File: src/rtl/sigmoid_lut_pkg.sv
package sigmoid_lut_pkg;

  localparam int EXP_Q = 30;

  // Elaboration-time sample: round(2^out_frac / (1 + e^-(code / 2^frac_w))),
  // capped at the largest positive code. Integer math only.
  function automatic int sample_code(input int code, input int frac_w, input int out_frac);
    longint one, d, base, p, b, num, den, val, scale;
    int     n;
    one  = longint'(1) <<< EXP_Q;
    d    = one >>> frac_w;
    base = one - d + ((d * d) >>> (EXP_Q + 1))
           - ((((d * d) >>> EXP_Q) * d) >>> EXP_Q) / 6;
    n = (code < 0) ? -code : code;
    p = one;
    b = base;
    while (n > 0) begin
      if (n[0]) p = (p * b) >>> EXP_Q;
      b = (b * b) >>> EXP_Q;
      n = n >>> 1;
    end
    scale = longint'(1) <<< out_frac;
    num   = (code >= 0) ? one : p;
    den   = one + p;
    val   = (2 * scale * num + den) / (2 * den);
    if (val > scale - 1) val = scale - 1;
    return int'(val);
  endfunction

endpackage

File: src/rtl/sigmoid_lut_addr.sv
module sigmoid_lut_addr #(
  parameter int IN_W   = 13,
  parameter int IDX_W  = 6,
  parameter int LERP_W = 6
) (
  input  logic signed [IN_W-1:0] x,
  output logic [IDX_W:0]         idx_lo,
  output logic [IDX_W:0]         idx_hi,
  output logic [LERP_W-1:0]      frac
);

  localparam int SPAN_W = IDX_W + LERP_W;
  localparam int LO_LIM = -(1 << (SPAN_W - 1));
  localparam int HI_LIM = (1 << (SPAN_W - 1)) - 1;
  localparam logic [IDX_W:0] LAST = (IDX_W + 1)'(1 << IDX_W);

  logic              below, above;
  logic [SPAN_W-1:0] offs;

  generate
    if (IN_W > SPAN_W) begin : g_sat
      assign below = (x < LO_LIM);
      assign above = (x > HI_LIM);
    end else begin : g_nosat
      assign below = 1'b0;
      assign above = 1'b0;
    end
  endgenerate

  // adding half the span flips the top bit of the in-range code
  assign offs = {~x[SPAN_W-1], x[SPAN_W-2:0]};

  always_comb begin
    if (below) begin
      idx_lo = '0;
      frac   = '0;
    end else if (above) begin
      idx_lo = LAST;
      frac   = '0;
    end else begin
      idx_lo = {1'b0, offs[SPAN_W-1:LERP_W]};
      frac   = offs[LERP_W-1:0];
    end
    idx_hi = (idx_lo == LAST) ? LAST : idx_lo + 1'b1;
  end

endmodule

File: src/rtl/sigmoid_lut_rom.sv
module sigmoid_lut_rom #(
  parameter int IDX_W   = 6,
  parameter int LERP_W  = 6,
  parameter int FRAC_IN = 8,
  parameter int OUT_W   = 8
) (
  input  logic             clk,
  input  logic [IDX_W:0]   addr_a,
  input  logic [IDX_W:0]   addr_b,
  output logic [OUT_W-1:0] q_a,
  output logic [OUT_W-1:0] q_b
);

  localparam int N_ENT = (1 << IDX_W) + 1;

  logic [OUT_W-1:0] rom [N_ENT];

  generate
    for (genvar k = 0; k < N_ENT; k++) begin : g_ent
      localparam int CODE = (k - (1 << (IDX_W - 1))) * (1 << LERP_W);
      assign rom[k] = OUT_W'(sigmoid_lut_pkg::sample_code(CODE, FRAC_IN, OUT_W - 1));
    end
  endgenerate

  always_ff @(posedge clk) begin
    q_a <= rom[addr_a];
    q_b <= rom[addr_b];
  end

endmodule

File: src/rtl/sigmoid_lut_interp.sv
module sigmoid_lut_interp #(
  parameter int OUT_W  = 8,
  parameter int LERP_W = 6
) (
  input  logic                    clk,
  input  logic                    rst,
  input  logic                    v_in,
  input  logic [OUT_W-1:0]        lo,
  input  logic [OUT_W-1:0]        hi,
  input  logic [LERP_W-1:0]       frac,
  output logic                    v_out,
  output logic signed [OUT_W-1:0] y
);

  localparam int W = OUT_W + LERP_W + 2;
  localparam logic signed [W-1:0] HALF = W'(1 << (LERP_W - 1));
  localparam logic signed [W-1:0] MAXV = W'((1 << (OUT_W - 1)) - 1);
  localparam logic signed [W-1:0] MINV = -W'(1 << (OUT_W - 1));

  logic signed [OUT_W:0] diff;
  logic signed [W-1:0]   prod, step, sum;
  logic signed [OUT_W-1:0] y_nxt;

  always_comb begin
    diff = $signed({hi[OUT_W-1], hi}) - $signed({lo[OUT_W-1], lo});
    prod = diff * $signed({1'b0, frac});
    step = (prod + HALF) >>> LERP_W;
    sum  = W'($signed(lo)) + step;
    if (sum > MAXV)      y_nxt = MAXV[OUT_W-1:0];
    else if (sum < MINV) y_nxt = MINV[OUT_W-1:0];
    else                 y_nxt = sum[OUT_W-1:0];
  end

  always_ff @(posedge clk) begin
    if (rst) begin
      v_out <= 1'b0;
      y     <= '0;
    end else begin
      v_out <= v_in;
      if (v_in) y <= y_nxt;
    end
  end

endmodule

File: src/rtl/sigmoid_lut.sv
module sigmoid_lut #(
  parameter int IN_W    = 13,
  parameter int FRAC_IN = 8,
  parameter int IDX_W   = 6,
  parameter int LERP_W  = 6,
  parameter int OUT_W   = 8
) (
  input  logic                    clk,
  input  logic                    rst,
  input  logic                    in_valid,
  input  logic signed [IN_W-1:0]  in_data,
  output logic                    out_valid,
  output logic signed [OUT_W-1:0] out_data
);

  logic [IDX_W:0]    idx_lo, idx_hi;
  logic [LERP_W-1:0] frac, frac_q;
  logic [OUT_W-1:0]  t_lo, t_hi;
  logic              v1;

  sigmoid_lut_addr #(.IN_W(IN_W), .IDX_W(IDX_W), .LERP_W(LERP_W)) u_addr (
    .x(in_data), .idx_lo(idx_lo), .idx_hi(idx_hi), .frac(frac)
  );

  sigmoid_lut_rom #(.IDX_W(IDX_W), .LERP_W(LERP_W), .FRAC_IN(FRAC_IN), .OUT_W(OUT_W)) u_rom (
    .clk(clk), .addr_a(idx_lo), .addr_b(idx_hi), .q_a(t_lo), .q_b(t_hi)
  );

  // stage 1: table read alongside fraction and strobe
  always_ff @(posedge clk) begin
    if (rst) begin
      v1     <= 1'b0;
      frac_q <= '0;
    end else begin
      v1     <= in_valid;
      frac_q <= frac;
    end
  end

  // stage 2: interpolate and register the result
  sigmoid_lut_interp #(.OUT_W(OUT_W), .LERP_W(LERP_W)) u_interp (
    .clk(clk), .rst(rst), .v_in(v1), .lo(t_lo), .hi(t_hi), .frac(frac_q),
    .v_out(out_valid), .y(out_data)
  );

endmodule

File: config.mk
export PLATFORM = sky130hd
export DESIGN_NAME = sigmoid_lut
export DESIGN_NICKNAME = d
export VERILOG_FILES = /design/src/rtl/sigmoid_lut_pkg.sv /design/src/rtl/sigmoid_lut_addr.sv /design/src/rtl/sigmoid_lut_rom.sv /design/src/rtl/sigmoid_lut_interp.sv /design/src/rtl/sigmoid_lut.sv
export SDC_FILE = /design/constraint.sdc
export NUM_CORES = 1
export LEC_CHECK = 0
export CORE_MARGIN = 8
export CORE_UTILIZATION = 40
export CTS_BUF_LIST = sky130_fd_sc_hd__clkbuf_8
export CTS_CLUSTER_DIAMETER = 100
export DETAILED_ROUTE_END_ITERATION = 8
export DONT_BUFFER_PORTS = 1
export GPL_ROUTABILITY_DRIVEN = 0
export SLEW_MARGIN = 20
export SYNTH_ARGS = -nofsm -noshare
export SYNTH_HDL_FRONTEND = slang
export SYNTH_SLANG_ARGS = --single-unit
export TNS_END_PERCENT = 5
File: constraint.sdc
create_clock -name clk -period 18 [get_ports clk]
set_clock_uncertainty 0.05 [all_clocks]
set_input_delay 4.5 -clock clk [delete_from_list [all_inputs] [get_ports clk]]
set_output_delay 4.5 -clock clk [all_outputs]
set_load 0.01 [all_outputs]
Word-level counts from Yosys, hierarchy flattened. Memories as Yosys holds them, arrays and structs flattened. A register that Yosys moved wholly into a read port is not among the register bits. Cells that the tools add are included.

Register bits: 16. Output and inout port bits: 9. Memories: 2. Input port bits: 16. Word-level logic and storage cells: 25. ROM bits: 2048.

Memories: (name not given) (words 128, bits a word 8, rd ports 1, clocked after Yosys merged registers in 1, wr ports 0, line sigmoid_lut_rom.sv:26) `q_a <= rom[addr_a];`; (name not given) (words 128, bits a word 8, rd ports 1, clocked after Yosys merged registers in 1, wr ports 0, line sigmoid_lut_rom.sv:27) `q_b <= rom[addr_b];`.

Eq/ne operators: 1. Bitwise operators: 3. $mul: 1. $lt $le $gt $ge: 4. Muxes and demuxes: 5. Reduce and logical (&&, ||, !) cells: 1. Add/sub/neg operators: 4.

Operators with widths (number): two-way mux 7 bit (3); adder 16 x 7 -> 16 bit (second input constant) (1); > comparator 16 x 8 -> 1 bit (second input constant) (1); < comparator 16 x 8 -> 1 bit (second input constant) (1); multiplier 9 x 7 -> 16 bit (1); two-way mux 8 bit (2); NOT 7 -> 8 bit (2); > comparator 13 x 12 -> 1 bit (second input constant) (1); < comparator 13 x 12 -> 1 bit (second input constant) (1); adder 8 x 10 -> 11 bit (1); subtractor 8 x 8 -> 9 bit (1); adder 7 x 1 -> 7 bit (second input constant) (1); == test 7 bit (second input constant) (1); OR reduction 3 bit (1); NOT 1 bit (1).

Longest topological paths before layout.
Depth after elaboration: 7. Gate-level depth with buffers: 32.

Modules after synthesis. A second synthesis with hierarchy kept.

Cell total of the unflattened synthesis: 611. Area total of the unflattened synthesis: 5134.9 um2.

Modules (own cells, without submodules): sigmoid_lut_interp (times used 1, cells each 396, area an instance 3469.6 um2, seq. area each 180.2 um2); sigmoid_lut_rom (times used 1, cells each 158, area an instance 1199.9 um2, seq. area each 280.3 um2); sigmoid_lut_addr (times used 1, cells each 43, area an instance 281.5 um2, seq. area each 0.0 um2); sigmoid_lut (times used 1, cells each 14, area an instance 183.9 um2, seq. area each 140.1 um2).

Worst setup path before layout. OpenSTA, ideal clock, no wires.

Path kind: input to register. From: in in_data[11]. To: reg u_rom.q_b[3]. Library setup time: 128 ps. Setup slack: 10532 ps. Data required time: 17822 ps. Cell stages on the path: 12. Arrival: 7290 ps. Path through: buf_2 -> xnor2_1 -> nand2_1 -> inv_1 -> ha_1 -> inv_1 -> ha_1 -> clkbuf_1 -> nand2_1 -> or3_1 -> a31oi_1 -> o21ai_0.

Longest elaborated chain between the ends: 6. Elaborated cells between the ends (all ways): 9. Classes of those cells: add/sub (1); order compare (2); eq/ne (1); mux (3); bitwise (2).

RTL lines: from (decl) (line sigmoid_lut.sv:11) `input logic signed [IN_W-1:0] in_data,`; > comparator 13 x 12 -> 1 bit or NOT 1 bit (tied branches) (line sigmoid_lut_addr.sv:23, sigmoid_lut_addr.sv:31); two-way mux 7 bit (line sigmoid_lut_addr.sv:37) `end else if (above) begin`; two-way mux 7 bit (*) (line sigmoid_lut_addr.sv:34) `if (below) begin`; adder 7 x 1 -> 7 bit or == test 7 bit (tied branches) (line sigmoid_lut_addr.sv:44) `idx_hi = (idx_lo == LAST) ? LAST : idx_lo + 1'b1;`; two-way mux 7 bit (*) (line sigmoid_lut_addr.sv:44); NOT 7 -> 8 bit (not written as such) (*) (line sigmoid_lut_rom.sv:27); to (decl) (line sigmoid_lut_rom.sv:11) `output logic [OUT_W-1:0] q_b`.

Every way passes the cells marked *; elsewhere a longest branch is shown, timed or not. A chain may end at the register's enable or synchronous reset.

Worst setup path after layout.
From: reg u_rom.q_a[1]. To: reg u_interp.y[4].

Longest elaborated chain between the ends: 7. Elaborated cells between the ends (all ways): 8. Classes of those cells: add/sub (3); mul (1); order compare (2); mux (2).

RTL lines: from (decl) (line sigmoid_lut_rom.sv:10) `output logic [OUT_W-1:0] q_a,`; subtractor 8 x 8 -> 9 bit (line sigmoid_lut_interp.sv:25) `diff = $signed({hi[OUT_W-1], hi}) - $signed({lo[OUT_W-1], lo});`; multiplier 9 x 7 -> 16 bit (line sigmoid_lut_interp.sv:26) `prod = diff * $signed({1'b0, frac});`; adder 16 x 7 -> 16 bit (line sigmoid_lut_interp.sv:27) `step = (prod + HALF) >>> LERP_W;`; adder 8 x 10 -> 11 bit (*) (line sigmoid_lut_interp.sv:28) `sum = W'($signed(lo)) + step;`; < comparator 16 x 8 -> 1 bit (line sigmoid_lut_interp.sv:30) `else if (sum < MINV) y_nxt = MINV[OUT_W-1:0];`; two-way mux 8 bit (line sigmoid_lut_interp.sv:30); two-way mux 8 bit (*) (line sigmoid_lut_interp.sv:29) `if (sum > MAXV) y_nxt = MAXV[OUT_W-1:0];`; to (signal assigned) (line sigmoid_lut_interp.sv:40) `if (v_in) y <= y_nxt;`; to (decl) (line sigmoid_lut_interp.sv:12) `output logic signed [OUT_W-1:0] y`.

Marked as above.

==> flow_metrics.tcl <==
set metrics [dict create \
    outcome "finished, final reports clean" \
    grt_overflow 0 \
    dr.first_iter.drc_count 177 \
    fin_crit_ps 7720 \
    timing.critical_path.arrival_ps 7880 \
    power.static_leakage_nw 2.34 \
    routed_wirelength_um 10300 \
    htreeDepth 2 \
    area_growth_syn_to_layout_pct 4.60 \
    finalSetupViolCount 0 \
    placement_rows 39 \
    yosys_register_bits 30 \
    worst_setup_path_start_kind "flip-flop" \
    post-route-period-util 0.429 \
    drc 0 \
    reg2reg_setup_slack_ps 10280 \
    synthCells 563 \
    synthDominantAreaCellType "fa_1" \
    postCtsSetupBuffers 0 \
    tritoncts "yes" \
    clkSinkCount 30 \
    number_of_max_slew_violations_in_the_final_report 0 \
    timing.critical_path.from "u_rom.q_a[1]" \
    worst_slew_margin_rel 0.495 \
    io_buffers 0 \
    via_count_of_the_first_global_routing_pass 3733 \
    critical_path.max_stage_delay_ps 560 \
    worst_hold_path.endpoint "u_interp.y[7]" \
    synth_warn 0 \
    placeableCoreArea_um2 11400 \
    synth.yosys.seq_area_share 0.129 \
    detailedPlacementHpwl_um 8710 \
    r2r.worst_path.cells 30 \
    max_clock_freq_mhz 130 \
    crit_path_capture_type "flip-flop" \
    post_cts_hold_buffer_count 0 \
    route.detailed.wl_per_inst_um 14.8 \
    drv.max_cap_violation_count 0 \
    worst_hold_startpoint "u_interp.y[7]" \
    rr_startpoint "u_rom.q_a[1]" \
    diodes 0 \
    totalNegativeSetupSlack_ps 0 \
    root_buffer "clkbuf_8" \
    cts_max_path_buffers 2 \
    crit_required_ps 18170 \
    layout.cells.non_filler 697 \
    critical_path.slowest_cell "fa_1" \
    ctsResizeCount 0 \
    rsz0062_at_grt "false" \
    syn_area_per_cell_um2 8.26 \
    grt_antenna_before_repair 0 \
    cts.reportedPaths.clkPinSlew_ps 70 \
    synth_edf_count 0 \
    dr_total_vias 3736 \
    dp_worst_setup_slack_ps 10340 \
    yosysUniqueCellTypes 64 \
    critical_path_type "flip-flop to flip-flop" \
    worst-path-max-fanout 7 \
    globalRouteTotalUtil 0.143 \
    die_area_um2 15300 \
    synthArstFlopShare 0 \
    drive_gt1_frac 0.0397 \
    nNetsFinal 667 \
    numPlacedInstances 689 \
    clock_latency_ps 300 \
    antenna_left 0 \
    synth_top_area_share 0.177 \
    hold-path-cell-count 2 \
    die_height_um 124 \
    cellPowerDensity_nw_per_um2 101 \
    hold_path.class "flip-flop to flip-flop" \
    grt_max_degree 18 \
    io_pins 25 \
    regToRegEndpoint "u_interp.y[4]" \
    postLayoutSetupSlackWorst_ps 10280 \
    drt_pass1_iterations 5 \
    synth_nets 677 \
    grt_first_pass_wirelength_um 17600 \
    initial_core_util 0.409 \
    cts_buffer_count 5 \
    final_count_of_hold_timing_violations 0 \
    n_fill_cell 1115 \
    vias_per_cell 5.36 \
    yosys_most_used_dff "dfxtp_1" \
    mapped_area_um2 4650 \
    tightest_slew_ps 752 \
    synth.top_cells.by_area "fa_1, ha_1, dfxtp_1, inv_1, and2_1" \
    floorplan.die.width_um 124 \
    max-vdd-ir-drop_mv 0.0405 \
]
==> cell families (layout without fill, tap and decap cells) <==
family / after synthesis / count (layout) / synth area share
adders and majority gates: 98 / 98 / 0.330
muxes: 7 / 7 / 0.0178
buffers and inverters: 92 / 83 / 0.0773
xor gates and xnor gates: 28 / 28 / 0.0528
DFF: 30 / 30 / 0.129
AOI/OAI and AO/OA: 126 / 126 / 0.190
and+or+nand+nor: 182 / 182 / 0.203
==> cell usage in the layout (no fill, tap or decap), types with 11 or more instances in the layout <==
cell     netlist  routed
inv_1         74      74
fa_1          41      41
nor2b_1       11      11
nand2_1       48      48
nand3_1       11      11
nor2_1        34      34
ha_1          57      57
o21ai_0       26      26
dfxtp_1       30      30
a21oi_1       34      34
xnor2_1       19      19
and2_1        42      42
==> power breakdown <==
part	internal (mW)	switching (mW)	total [mW]
logic	0.136	0.193	0.329
clock network	0.0407	0.0270	0.0677
registers	0.0796	0.0147	0.0943
==> registers in the layout (all words and copies together) (netlist names) <==
name            count
frac_q              6
u_interp.v_out      1
u_interp.y          8
u_rom.q_a           7
u_rom.q_b           7
v1                  1
==> layout make-up <==
class                   count  area (um^2)  share of cell area
multi-input cells         441         3690               0.759
well taps                 143          179              0.0368
clock buffers               5         68.8              0.0142
inverters                  74          278              0.0571
repair buffers              1         7.51             0.00154
clock inverters             3         40.0             0.00823
flip-flops and latches     30          601               0.124
==> worst max-delay path: cells and delay by family, from the launching register on <==
kind	cells	cell delay [ps]
adder cells (fa/ha/maj)	7	2880
AO/OA/AOI/OAI	10	2590
AND/OR/NAND/NOR	9	1400
flip-flops	1	460
buffers and inverters	3	180
XOR/XNOR	1	110
==> routing by layer <==
| layer | wire length (um) | track usage | vias up |
|---|---|---|---|
| li1 | - | - | 1888 |
| met1 | 4460 | 0.169 | 1769 |
| met2 | 5360 | 0.257 | 68 |
| met3 | 357 | 0.0213 | 11 |
| met4 | 152 | 0.0467 | 0 |
| met5 | 0 | 0 | - |
==> worst max-delay path by stage <==
stage	end	slack [ps]
global route	u_interp.y[2]	9810
detailed placement	u_interp.y[4]	10340
floorplan	u_rom.q_b[3]	10530
CTS	u_interp.y[2]	10290
finish	u_interp.y[4]	10280
global placement	u_interp.y[3]	10480
==> stage by stage <==
| stage | power (mW) | hold WS (ps) | instance area (um^2) | utilization |
|---|---|---|---|---|
| final | 0.491 | 465 | 4860 | 0.428 |
| after global routing | 0.544 | 495 | 4860 | 0.428 |
| after floorplan | 0.353 | 433 | 4650 | - |
| after detailed placement | 0.425 | 467 | 4750 | 0.418 |
| after CTS | 0.497 | 477 | 4860 | 0.428 |
| after global placement | 0.423 | 455 | 4750 | 0.418 |
==> synthesized netlist by cell type (all sizes together) (2+ instances only) <==
| library cell | count |
|---|---|
| nand4 | 2 |
| or3 | 2 |
| a311oi | 2 |
| buf | 5 |
| a211oi | 6 |
| inv | 74 |
| and3 | 4 |
| and4 | 3 |
| xor2 | 9 |
| nor2 | 34 |
| a21o | 5 |
| a41oi | 2 |
| o22ai | 6 |
| a21oi | 34 |
| nor2b | 11 |
| o21ai | 27 |
| nand3 | 11 |
| o21a | 5 |
| a22oi | 3 |
| o211ai | 7 |
| nor3b | 2 |
| xnor2 | 19 |
| o2111ai | 3 |
| a31oi | 5 |
| ha | 57 |
| o21bai | 3 |
| nor4 | 2 |
| and2 | 42 |
| o31ai | 2 |
| nor3 | 8 |
| nand2 | 49 |
| clkbuf | 13 |
| o221ai | 2 |
| a221oi | 3 |
| fa | 41 |
| nand2b | 10 |
| mux2i | 6 |
| dfxtp | 30 |
Note: power is estimated with default switching activity, not from simulation.
